## src/rtl/spi_byte_host_pkg.sv

```systemverilog
package spi_byte_host_pkg;

  localparam int unsigned ADDR_W = 3;
  localparam int unsigned REG_W  = 8;
  localparam int unsigned NUM_CS = 2;
  localparam int unsigned HP_W   = 5;   // holds the largest half-period, 16
  localparam int unsigned IDX_W  = 3;

  // register offsets
  localparam logic [ADDR_W-1:0] OFS_DATA  = 3'h0;
  localparam logic [ADDR_W-1:0] OFS_MODE  = 3'h1;
  localparam logic [ADDR_W-1:0] OFS_CYCLE = 3'h2;
  localparam logic [ADDR_W-1:0] OFS_STAT  = 3'h3;
  localparam logic [ADDR_W-1:0] OFS_BFLAG = 3'h4;
  localparam logic [ADDR_W-1:0] OFS_SRC   = 3'h5;

  // mode register fields
  localparam int unsigned B_CPOL   = 6;
  localparam int unsigned B_CPHA   = 5;
  localparam int unsigned B_DIV_LO = 2;
  localparam int unsigned B_IEN    = 1;
  // cycle register fields
  localparam int unsigned B_RDCYC  = 2;
  localparam int unsigned B_BLOCK  = 1;
  // status / command fields
  localparam int unsigned B_DEVBSY = 6;
  localparam int unsigned B_END    = 5;
  localparam int unsigned B_GO0    = 4;
  localparam int unsigned B_GO1    = 3;
  localparam int unsigned B_XIP    = 2;
  localparam int unsigned B_TEND   = 1;
  localparam int unsigned B_BUSBSY = 0;
  // byte flag / source fields
  localparam int unsigned B_BDONE  = 4;
  localparam int unsigned B_FAST   = 6;

  // Half-period of sck in source ticks for a divider index.
  // Both tables run 2,4,..,14; the last slot is 1 on the fast source and 16 on the slow one.
  function automatic logic [HP_W-1:0] half_period(input logic [IDX_W-1:0] idx,
                                                  input logic fast);
    logic [HP_W-1:0] hp;
    if (fast && idx == 3'd7) hp = HP_W'(1);
    else                     hp = HP_W'({idx, 1'b0}) + HP_W'(2);
    return hp;
  endfunction

endpackage

```

## src/rtl/spi_sck_timer.sv

```systemverilog
module spi_sck_timer #(
  parameter int unsigned CNT_W = 5
) (
  input  logic             clk,
  input  logic             rst_n,
  input  logic             run,
  input  logic             fast_src,
  input  logic             slow_tick,
  input  logic [CNT_W-1:0] half_len,
  output logic             edge_o
);
  logic [CNT_W-1:0] cnt_q;
  logic             tick;
  logic             at_end;

  assign tick   = fast_src | slow_tick;
  assign at_end = (cnt_q == half_len - CNT_W'(1));
  assign edge_o = run & tick & at_end;

  always_ff @(posedge clk or negedge rst_n) begin
    if (!rst_n)       cnt_q <= '0;
    else if (!run)    cnt_q <= '0;
    else if (edge_o)  cnt_q <= '0;
    else if (tick)    cnt_q <= cnt_q + CNT_W'(1);
  end
endmodule

```

## src/rtl/spi_byte_shifter.sv

```systemverilog
module spi_byte_shifter #(
  parameter int unsigned W = 8
) (
  input  logic         clk,
  input  logic         rst_n,
  input  logic         start,
  input  logic [W-1:0] tx,
  input  logic         cpol,
  input  logic         cpha,
  input  logic         edge_i,
  input  logic         miso,
  output logic         sck,
  output logic         mosi,
  output logic         active,
  output logic         done_p,
  output logic [W-1:0] rx
);
  localparam int unsigned EW = $clog2(2 * W);
  localparam logic [EW-1:0] LAST_EDGE = EW'(2 * W - 1);

  logic          lvl_q, act_q, done_q, mosi_q;
  logic [EW-1:0] ecnt_q;
  logic [W-1:0]  tx_sr, rx_sr, rx_q;

  logic         leading, sample_now, shift_now, last_edge, step;
  logic [W-1:0] rx_next;

  assign leading    = ~ecnt_q[0];
  assign sample_now = cpha ? ~leading : leading;
  assign shift_now  = cpha ? leading : (~leading && ecnt_q != LAST_EDGE);
  assign last_edge  = (ecnt_q == LAST_EDGE);
  assign step       = act_q & edge_i;
  assign rx_next    = {rx_sr[W-2:0], miso};

  always_ff @(posedge clk or negedge rst_n) begin
    if (!rst_n) begin
      lvl_q  <= 1'b0;
      act_q  <= 1'b0;
      done_q <= 1'b0;
      mosi_q <= 1'b0;
      ecnt_q <= '0;
      tx_sr  <= '0;
      rx_sr  <= '0;
      rx_q   <= '0;
    end else begin
      done_q <= 1'b0;
      if (start) begin
        act_q  <= 1'b1;
        ecnt_q <= '0;
        lvl_q  <= 1'b0;
        if (!cpha) begin
          mosi_q <= tx[W-1];
          tx_sr  <= {tx[W-2:0], 1'b0};
        end else begin
          tx_sr  <= tx;
        end
      end else if (step) begin
        lvl_q  <= ~lvl_q;
        ecnt_q <= ecnt_q + EW'(1);
        if (sample_now) rx_sr <= rx_next;
        if (shift_now) begin
          mosi_q <= tx_sr[W-1];
          tx_sr  <= {tx_sr[W-2:0], 1'b0};
        end
        if (last_edge) begin
          act_q  <= 1'b0;
          done_q <= 1'b1;
          rx_q   <= sample_now ? rx_next : rx_sr;
        end
      end
    end
  end

  assign sck    = cpol ^ lvl_q;
  assign mosi   = mosi_q;
  assign active = act_q;
  assign done_p = done_q;
  assign rx     = rx_q;
endmodule

```

## src/rtl/spi_byte_host.sv

```systemverilog
module spi_byte_host
  import spi_byte_host_pkg::*;
#(
  parameter int unsigned CNT_W = HP_W
) (
  input  logic              clk,
  input  logic              rst_n,
  input  logic              bus_we,
  input  logic [ADDR_W-1:0] bus_addr,
  input  logic [REG_W-1:0]  bus_wdata,
  output logic [REG_W-1:0]  bus_rdata,
  output logic              irq,
  input  logic              slow_tick,
  output logic              sck,
  output logic              mosi,
  input  logic              miso,
  output logic [NUM_CS-1:0] cs_n
);
  // programmable state
  logic             cpol_q, cpha_q, ien_q, rdcyc_q, block_q, fast_q;
  logic [IDX_W-1:0] div_q;
  logic [REG_W-1:0] data_q;
  logic             bd_q, te_q, held_q, ch_q, rd_lat_q;

  // named internal events
  logic             wr_data, wr_mode, wr_cycle, wr_stat, wr_bflag, wr_src;
  logic             start_req, ch_req, start_fire, end_fire;
  logic             eng_active, done_p, eng_busy, sck_edge;
  logic [REG_W-1:0] rx_byte, tx_byte;
  logic [CNT_W-1:0] half_len;

  assign wr_data  = bus_we && bus_addr == OFS_DATA;
  assign wr_mode  = bus_we && bus_addr == OFS_MODE;
  assign wr_cycle = bus_we && bus_addr == OFS_CYCLE;
  assign wr_stat  = bus_we && bus_addr == OFS_STAT;
  assign wr_bflag = bus_we && bus_addr == OFS_BFLAG;
  assign wr_src   = bus_we && bus_addr == OFS_SRC;

  assign eng_busy   = eng_active | done_p;
  assign start_req  = wr_stat && (bus_wdata[B_GO0] || bus_wdata[B_GO1]);
  assign ch_req     = ~bus_wdata[B_GO0];               // channel 0 wins a tie
  assign start_fire = start_req && !eng_busy && (!held_q || ch_req == ch_q);
  // a start in the same write takes precedence over an end command
  assign end_fire   = wr_stat && bus_wdata[B_END] && !eng_busy && !start_req;

  assign tx_byte  = rdcyc_q ? {REG_W{1'b1}} : data_q;
  assign half_len = CNT_W'(half_period(div_q, fast_q));

  spi_sck_timer #(.CNT_W(CNT_W)) u_timer (
    .clk       (clk),
    .rst_n     (rst_n),
    .run       (eng_active),
    .fast_src  (fast_q),
    .slow_tick (slow_tick),
    .half_len  (half_len),
    .edge_o    (sck_edge)
  );

  spi_byte_shifter #(.W(REG_W)) u_shift (
    .clk    (clk),
    .rst_n  (rst_n),
    .start  (start_fire),
    .tx     (tx_byte),
    .cpol   (cpol_q),
    .cpha   (cpha_q),
    .edge_i (sck_edge),
    .miso   (miso),
    .sck    (sck),
    .mosi   (mosi),
    .active (eng_active),
    .done_p (done_p),
    .rx     (rx_byte)
  );

  always_ff @(posedge clk or negedge rst_n) begin
    if (!rst_n) begin
      cpol_q   <= 1'b0;
      cpha_q   <= 1'b0;
      ien_q    <= 1'b0;
      div_q    <= '0;
      rdcyc_q  <= 1'b0;
      block_q  <= 1'b0;
      fast_q   <= 1'b0;
      data_q   <= '0;
      bd_q     <= 1'b0;
      te_q     <= 1'b0;
      held_q   <= 1'b0;
      ch_q     <= 1'b0;
      rd_lat_q <= 1'b0;
    end else begin
      if (wr_mode) begin
        cpol_q <= bus_wdata[B_CPOL];
        cpha_q <= bus_wdata[B_CPHA];
        div_q  <= bus_wdata[B_DIV_LO +: IDX_W];
        ien_q  <= bus_wdata[B_IEN];
      end
      if (wr_cycle) begin
        rdcyc_q <= bus_wdata[B_RDCYC];
        block_q <= bus_wdata[B_BLOCK];
      end
      if (wr_src) fast_q <= bus_wdata[B_FAST];

      // a received byte overwrites a bus write made in the same cycle
      if (done_p && rd_lat_q) data_q <= rx_byte;
      else if (wr_data)       data_q <= bus_wdata;

      // flag updates: setting wins over write-1-clear
      bd_q <= done_p   | (bd_q & ~(wr_bflag & bus_wdata[B_BDONE]));
      te_q <= end_fire | (te_q & ~(wr_stat & bus_wdata[B_TEND]));

      if (start_fire) begin
        held_q   <= 1'b1;
        ch_q     <= ch_req;
        rd_lat_q <= rdcyc_q;
      end else if (end_fire) begin
        held_q   <= 1'b0;
      end
    end
  end

  for (genvar g = 0; g < NUM_CS; g++) begin : g_cs
    assign cs_n[g] = !(held_q && ch_q == 1'(g));
  end

  assign irq = ien_q & (bd_q | te_q);

  always_comb begin
    bus_rdata = '0;
    case (bus_addr)
      OFS_DATA:  bus_rdata = data_q;
      OFS_MODE: begin
        bus_rdata[B_CPOL]                = cpol_q;
        bus_rdata[B_CPHA]                = cpha_q;
        bus_rdata[B_DIV_LO +: IDX_W]     = div_q;
        bus_rdata[B_IEN]                 = ien_q;
      end
      OFS_CYCLE: begin
        bus_rdata[B_RDCYC] = rdcyc_q;
        bus_rdata[B_BLOCK] = block_q;
      end
      OFS_STAT: begin
        bus_rdata[B_DEVBSY] = held_q;
        bus_rdata[B_XIP]    = eng_active;
        bus_rdata[B_TEND]   = te_q;
        bus_rdata[B_BUSBSY] = eng_busy;
      end
      OFS_BFLAG: bus_rdata[B_BDONE] = bd_q;
      OFS_SRC:   bus_rdata[B_FAST]  = fast_q;
      default:   bus_rdata = '0;
    endcase
  end
endmodule

```

## config.mk

```make
export PLATFORM = sky130hd
export DESIGN_NAME = spi_byte_host
export DESIGN_NICKNAME = d
export VERILOG_FILES = /design/src/rtl/spi_byte_host_pkg.sv /design/src/rtl/spi_sck_timer.sv /design/src/rtl/spi_byte_shifter.sv /design/src/rtl/spi_byte_host.sv
export SDC_FILE = /design/constraint.sdc
export NUM_CORES = 1
export LEC_CHECK = 0
export ABC_AREA = 1
export BUFFER_PORTS_ARGS = -buffer_cell sky130_fd_sc_hd__buf_2
export CELL_PAD_IN_SITES_DETAIL_PLACEMENT = 1
export CELL_PAD_IN_SITES_GLOBAL_PLACEMENT = 1
export CORE_MARGIN = 5
export CORE_UTILIZATION = 44
export DETAILED_ROUTE_END_ITERATION = 8
export PLACE_DENSITY = 0.78
export SLEW_MARGIN = 5
export SYNTH_ARGS = -nofsm -noshare
export SYNTH_HDL_FRONTEND = slang
export SYNTH_SLANG_ARGS = --single-unit
```

## constraint.sdc

```tcl
create_clock -name clk -period 2.6 [get_ports clk]
set_clock_uncertainty 0.05 [all_clocks]
set_input_delay 0.13 -clock clk [delete_from_list [all_inputs] [get_ports clk]]
set_output_delay 0.13 -clock clk [all_outputs]
set_load 0.02 [all_outputs]
```

==> results of run 1 <==
==> per-layer routing <==
metal / vias up / wire length, um / track usage [%]
li1: 1371 / - / -
met1: 1401 / 3940 / 26.3
met2: 41 / 4310 / 35.3
met3: 18 / 217 / 5.10
met4: 0 / 210 / 9.13
met5: - / 0 / 0
==> kinds of logic (layout without fill, tap and decap cells) <==
group                    Yosys count  after routing  share of synthesized area, %
AND/OR/NAND/NOR                  151            151                          21.5
XOR/XNOR                           7              7                          1.93
adder cells (fa/ha/maj)            4              4                          1.58
AO/OA/AOI/OAI                     98             98                          17.6
flip-flops                        59             59                          46.5
buffers and inverters             59            102                          7.61
multiplexers                      10             10                          3.16
==> path summary, 6_finish.rpt <==
| check | end | slack [ns] | cells past startpoint |
|---|---|---|---|
| setup / recovery | u_shift.tx_sr[1]$_DFFE_PN0P_ | 0.29 | 14 |
| hold / removal | u_shift.rx[0]$_DFFE_PN0P_ | 0.07 | 3 |
| setup reg to reg | u_shift.tx_sr[1]$_DFFE_PN0P_ | 0.29 | 14 |
| hold reg to reg | u_shift.mosi$_DFFE_PN0P_ | 0.42 | 2 |
| max in group asynchronous | u_shift.lvl_q$_DFFE_PN0P_ | 1.30 | 3 |
| min in group asynchronous | u_shift.tx_sr[7]$_DFFE_PN0P_ | 0.46 | 2 |
==> state kept, by name (all words and copies together) (netlist names), 3 cells and up <==
register and count:
data_q 8, u_shift.rx 8, u_shift.rx_sr 8, u_shift.tx_sr 8, u_timer.cnt_q 5, u_shift.ecnt_q 4
div_q 3
==> what timing repair did <==
item,in CTS,in global routing
endpoints found under the hold margin,48,0
setup buffers,0,0
hold buffers,4,0
resized for setup,0,0
==> final cells by class <==
type	count	area (um2)	share of cell area (%)
repair buffers	39	233	6.37
well taps	99	124	3.39
clock inverters	6	55.1	1.51
clock buffers	10	138	3.76
inverters	47	176	4.83
multi-input cells	270	1450	39.8
flip-flops and latches	59	1480	40.4
==> power breakdown <==
group	switching, W	internal, W	total (W)
clock network	0.000378	0.000460	0.000838
registers	0.000166	0.00108	0.00124
logic	0.000567	0.000298	0.000866
==> stage by stage <==
| stage | total power (W) | worst slack [ns] | cells | utilization, % | hold slack [ns] |
|---|---|---|---|---|---|
| 3_5_place_dp | 0.00211 | 0.350 | 510 | 48.0 | 0.331 |
| 5_1_grt | 0.00315 | 0.0695 | 530 | 51.2 | 0.0677 |
| 6_report | 0.00295 | 0.295 | 530 | 51.2 | 0.0707 |
| 3_3_place_gp | 0.00206 | 0.456 | 510 | 48.0 | 0.328 |
| 4_1_cts | 0.00297 | 0.268 | 530 | 51.2 | 0.0666 |
| 2_1_floorplan | 0.00182 | 0.495 | 388 | - | -0.216 |
==> cell usage after synthesis (4+ instances only) <==
master	instances	area share, %
nand2_1	89	11
dfrtp_1	59	47
o21ai_0	58	9.2
inv_1	45	5.3
nand3_1	21	3.3
nor2_1	18	2.1
mux2i_1	10	3.2
o21ai_1	10	1.6
o211ai_1	7	1.7
o21ai_2	7	1.9
xor2_1	7	1.9
clkbuf_1	6	0.71
nand4_1	6	1.2
a21oi_1	5	0.79
ha_1	4	1.6
nand2_2	4	0.79
==> critical path: stages, from the launching register on <==
cell	delay, ns
dfrtp_1	0.42
ha_1	0.21
ha_1	0.21
nand2_4	0.13
nand3_2	0.10
nand2_1	0.09
nand2_1	0.05
nand2_1	0.05
nand2_1	0.08
nor2_2	0.14
nand3_2	0.18
nand2_8	0.14
nand2_4	0.14
nand2_1	0.14
o21ai_2	0.06
==> results.md, run 1 <==
* Pin count of the biggest net entering global routing at 48
* Total CTS buffers at 9
* Post-synth cell types at 32
* RSZ-0062 raised after global routing: false
* Vias per Instance at 5.34
* Clock sinks at 59
* Fmax at 0.434 GHz
* Wire per inst at 16.4 um
* DRC Markers at 0
* ANT cells at 0
* All-Layer GR Usage at 21.3%
* Crit start category: flip-flop
* Die Height at 94.9 um
* FF-to-FF Start: div_q[1]$_DFFE_PN0P_
* DIE AREA at 9010 um2
* Post-layout net count at 446
* H-tree depth at 3
* Clk buf depth at 2
* DRT Pass-1 Iters at 4
* Area growth from synthesis to layout at 15.3%
* Num rows at 31
* Max_slew headroom at 30.0%
* CTS Root Cell: clkbuf_8
* Hold crit path type: input pin to flip-flop
* Synthesized Nets at 408
* Clk pin slew, worst setup/hold paths at 0.07 ns
* Synth warn at 0
* Final Cycle Share at 88.7%
* Register area share after synthesis at 46.5%
* Mapped Cells at 388
* Share of layout cells above drive strength 1 at 17.2%
* Antenna Nets Post-Route at 0
* Worst-Margin Slew at 1.05 ns
* Most frequent cells in the layout: 89 x nand2_1, 59 x dfrtp_1, 58 x o21ai_0
* Port Buffer Count at 28
* Congestion Overflow GR at 0
* Mapped Area at 3170 um2
* Avg Cell Area, Syn at 8.17 um2
* Initial antenna violation count at 0
* Die width at 94.9 um
* Core area at 7140 um2
* Initial drt markers at 80
* Commonest non-fill, non-tap cell in the layout: nand2_1
* Final setup violation count at 0
* Setup CP Type: flip-flop to flip-flop
* Setup TNS at 0 ns
* Leak at 1.85 nW
* Drt total wl at 8.68 mm
* Critical Path Source: div_q[1]$_DFFE_PN0P_
* Final instance area at 3660 um2
* Run status: finished clean
* Hold Startpoint: miso
* Wire length of the first global-routing pass at 14.5 mm
* Fill cells at 905
* Via count at 2831
* Max-slew violations at 0
* Tmin final at 2.31 ns
* #FFs+latches synth at 59
* Worst EP required at 2.78 ns
* Critical path arrival at 2.49 ns
* Vias in the first global route at 2947
* Top FF cell, synth: dfrtp_1
* DP Area at 3420 um2
* Latest clock arrival within the worst-skew pair at 0.35 ns
* HPWL Detailed at 6.54 mm
* # IOs at 29
* Initial Util at 44.4%
* RD Place Congestion at 0.800
* Crit Path Max Fanout at 15
* Post-synth ARST share at 100%
* Fin. Hold Viols at 0
* Number of synthesized flops with an enable pin at 0
* Crit. End Element: flip-flop
* Max Cap Viol at 0
* Pwr Density at 806 nW/um2
* VDD IR max at 0.305 mV
* CTS tree: done
Power figures use the tool's default switching activity.
==> run 2, diff against run 1 <==
--- a/config.mk
+++ b/config.mk
@@ -7,12 +7,13 @@
 export LEC_CHECK = 0
 export ABC_AREA = 1
 export BUFFER_PORTS_ARGS = -buffer_cell sky130_fd_sc_hd__buf_2
-export CELL_PAD_IN_SITES_DETAIL_PLACEMENT = 1
+export CELL_PAD_IN_SITES_DETAIL_PLACEMENT = 0
 export CELL_PAD_IN_SITES_GLOBAL_PLACEMENT = 1
 export CORE_MARGIN = 5
 export CORE_UTILIZATION = 44
 export DETAILED_ROUTE_END_ITERATION = 8
 export PLACE_DENSITY = 0.78
+export SETUP_SLACK_MARGIN = 0.4
 export SLEW_MARGIN = 5
 export SYNTH_ARGS = -nofsm -noshare
 export SYNTH_HDL_FRONTEND = slang
==> run 2 against run 1 <==
Against the previous run: non-clock buffer count grew 2; register-to-register slack better by 0.21 ns; first-iteration DRC count is 40% higher; hold slack worse by 0.0032 ns; setup slack better by 0.21 ns.
==> results.md, run 2 (synthesized netlist as in run 1, its figures left out) <==
* Core area at 7140 um2 (unchanged)
* Final setup violation count at 0 (unchanged)
* Fin. Hold Viols at 0 (unchanged)
* Via count at 2709 (was 2831)
* RSZ-0062 raised after global routing: true (was false)
* CTS Root Cell: clkbuf_8 (unchanged)
* Final Total Pwr at 0.00289 W (was 0.00295 W)
* CTS tree: done (unchanged)
* Drt total wl at 7.84 mm (was 8.68 mm)
* Logic pwr share at 30.9% (was 29.4%)
* Wire per inst at 14.7 um (was 16.4 um)
* Finished Core Util at 52.4% (was 51.2%)
* Total CTS buffers at 9 (unchanged)
* Vias in the first global route at 2577 (was 2947)
* Leak at 1.86 nW (was 1.85 nW)
* # IOs at 29 (unchanged)
* Initial Util at 44.4% (unchanged)
* Max_slew headroom at 30.1% (was 30.0%)
* Bufs and invs on worst path at 0 (unchanged)
* Critical path's largest stage delay at 0.42 ns (about the same)
* Die width at 94.9 um (unchanged)
* All-Layer GR Usage at 18.5% (was 21.3%)
* Fmax at 0.478 GHz (was 0.434 GHz)
* Wire length of the first global-routing pass at 12.7 mm (was 14.5 mm)
* Critical path arrival at 2.27 ns (was 2.49 ns)
* Commonest non-fill, non-tap cell in the layout: nand2_1 (unchanged)
* Post-layout net count at 450 (was 446)
* Most frequent cells in the layout: 84 x nand2_1, 59 x dfrtp_1, 56 x o21ai_0 (was 89 x nand2_1, 59 x dfrtp_1, 58 x o21ai_0)
* VDD IR max at 0.303 mV (was 0.305 mV)
* DRC Markers at 0 (unchanged)
* Die Height at 94.9 um (unchanged)
* Share of layout cells above drive strength 1 at 19.3% (was 17.2%)
* Setup CP Type: flip-flop to flip-flop (unchanged)
* Area growth from synthesis to layout at 17.9% (was 15.3%)
* Pin count of the biggest net entering global routing at 48 (unchanged)
* Port Buffer Count at 28 (unchanged)
* ANT cells at 0 (unchanged)
* Final Cycle Share at 80.5% (was 88.7%)
* HPWL Detailed at 5.73 mm (was 6.54 mm)
* Clk buf depth at 2 (unchanged)
* Antenna Nets Post-Route at 0 (unchanged)
* Run status: finished clean (unchanged)
* Sw Share at 37.8% (was 37.7%)
* Congestion Overflow GR at 0 (unchanged)
* H-tree depth at 3 (unchanged)
* Setup TNS at 0 ns (unchanged)
* Pint at 0.00180 W (was 0.00184 W)
* Sequential share of power at 43.1% (was 42.2%)
* P_sw at 0.00109 W (was 0.00111 W)
* Crit. End Element: flip-flop (unchanged)
* Latest clock arrival within the worst-skew pair at 0.34 ns (was 0.35 ns)
* Critical Path, Cell by Cell: ha_2 > ha_4 > nand2_4 > nand2_2 > nand2_1 > nand2_1 > nor2_2 > nand3_2 > nor2_4 > nand3_4 > nand2_8 > nand2_8 > nand2_1 > o21ai_2 (was ha_1 > ha_1 > nand2_4 > nand3_2 > nand2_1 > nand2_1 > nand2_1 > nand2_1 > nor2_2 > nand3_2 > nand2_8 > nand2_4 > nand2_1 > o21ai_2)
* DIE AREA at 9010 um2 (unchanged)
* CP top delay family: simple AND/OR/NAND/NOR gates (unchanged)
* Crit Path Max Fanout at 8 (was 15)
* Num rows at 31 (unchanged)
* Initial drt markers at 112 (was 80)
* Worst EP required at 2.78 ns (about the same)
* Max Cap Viol at 0 (unchanged)
* Max-slew violations at 0 (unchanged)
* Initial antenna violation count at 0 (unchanged)
* Vias per Instance at 5.07 (was 5.34)
* Fill cells at 742 (was 905)
* Clk pin slew, worst setup/hold paths at 0.07 ns (about the same)
* Hold crit path type: input pin to flip-flop (unchanged)
* Worst-Margin Slew at 1.05 ns (about the same)
* Critical path's slowest cell: dfrtp_1 (unchanged)
* Tmin final at 2.09 ns (was 2.31 ns)
* Cell mode on critical path: nand2_1 (unchanged)
* Pwr Density at 773 nW/um2 (was 806 nW/um2)
* DRT Pass-1 Iters at 5 (was 4)
* Clock sinks at 59 (unchanged)
* Crit start category: flip-flop (unchanged)
* RD Place Congestion at 0.800 (unchanged)
* Clk pwr share at 26.0% (was 28.4%)
==> run 2: per-stage QoR <==
stage,setup WS [ns],instance area (um2),std cells,hold slack (ns)
5_1_grt,0.379,3740,534,0.0794
6_report,0.507,3740,534,0.0675
2_1_floorplan,0.495,3170,388,-0.216
4_1_cts,0.400,3650,530,0.0637
3_3_place_gp,0.456,3420,510,0.328
3_5_place_dp,0.392,3420,510,0.331
==> run 2: final cells by class <==
type                            count  area (um2)  area share (%)
Multi-Input combinational cell    272        1540            41.2
Tap cell                           99         124            3.31
Timing Repair Buffer               41         248            6.63
Clock buffer                       14         163            4.35
Inverter                           47         179            4.79
Clock inverter                      2        10.0           0.268
Sequential cell                    59        1480            39.5
==> run 2: final timing paths <==
| check | startpoint | end | slack [ns] | cells past startpoint |
|---|---|---|---|---|
| setup / recovery | div_q[1]$_DFFE_PN0P_ | u_shift.tx_sr[2]$_DFFE_PN0P_ | 0.51 | 14 |
| hold / removal | miso | u_shift.rx[0]$_DFFE_PN0P_ | 0.07 | 3 |
| setup reg to reg | div_q[1]$_DFFE_PN0P_ | u_shift.tx_sr[2]$_DFFE_PN0P_ | 0.51 | 14 |
| hold reg to reg | u_shift.mosi$_DFFE_PN0P_ | u_shift.mosi$_DFFE_PN0P_ | 0.42 | 2 |
| max in group asynchronous | rst_n | u_timer.cnt_q[4]$_DFFE_PN0P_ | 1.31 | 3 |
| min in group asynchronous | rst_n | u_shift.tx_sr[4]$_DFFE_PN0P_ | 0.47 | 2 |
==> run 2: power by group through the flow <==
| stage | Clock [W] | Combinational, W | Sequential [W] |
|---|---|---|---|
| 2_1_floorplan | 0 | 0.000627 | 0.00120 |
| 3_3_place_gp | 0 | 0.000815 | 0.00125 |
| 3_5_place_dp | 0 | 0.000824 | 0.00125 |
| 4_1_cts | 0.000768 | 0.000847 | 0.00124 |
| 5_1_grt | 0.000818 | 0.00101 | 0.00127 |
| 6_report | 0.000751 | 0.000894 | 0.00125 |
==> run 2: repair_timing <==
action / in CTS / in global routing
gates resized for setup: 3 / 16
hold endpoints to repair: 48 / 0
gates cloned: 0 / 2
hold buffers: 4 / 0
setup endpoints to repair: 17 / 36
setup buffers: 0 / 2
pin swaps: 0 / 8
==> run 2: tightest hold or removal path, stage by stage <==
cell	delay, ns
buf_2	0.08
mux2i_1	0.08
o21ai_1	0.13
==> run 2: per-layer routing <==
layer / GRT usage, % / wire (um) / vias to the layer above
met2: 28.4 / 3630 / 48
met3: 3.35 / 247 / 15
met4: 8.05 / 183 / 0
met1: 25.5 / 3780 / 1263
li1: - / - / 1383
met5: 0 / 0 / -
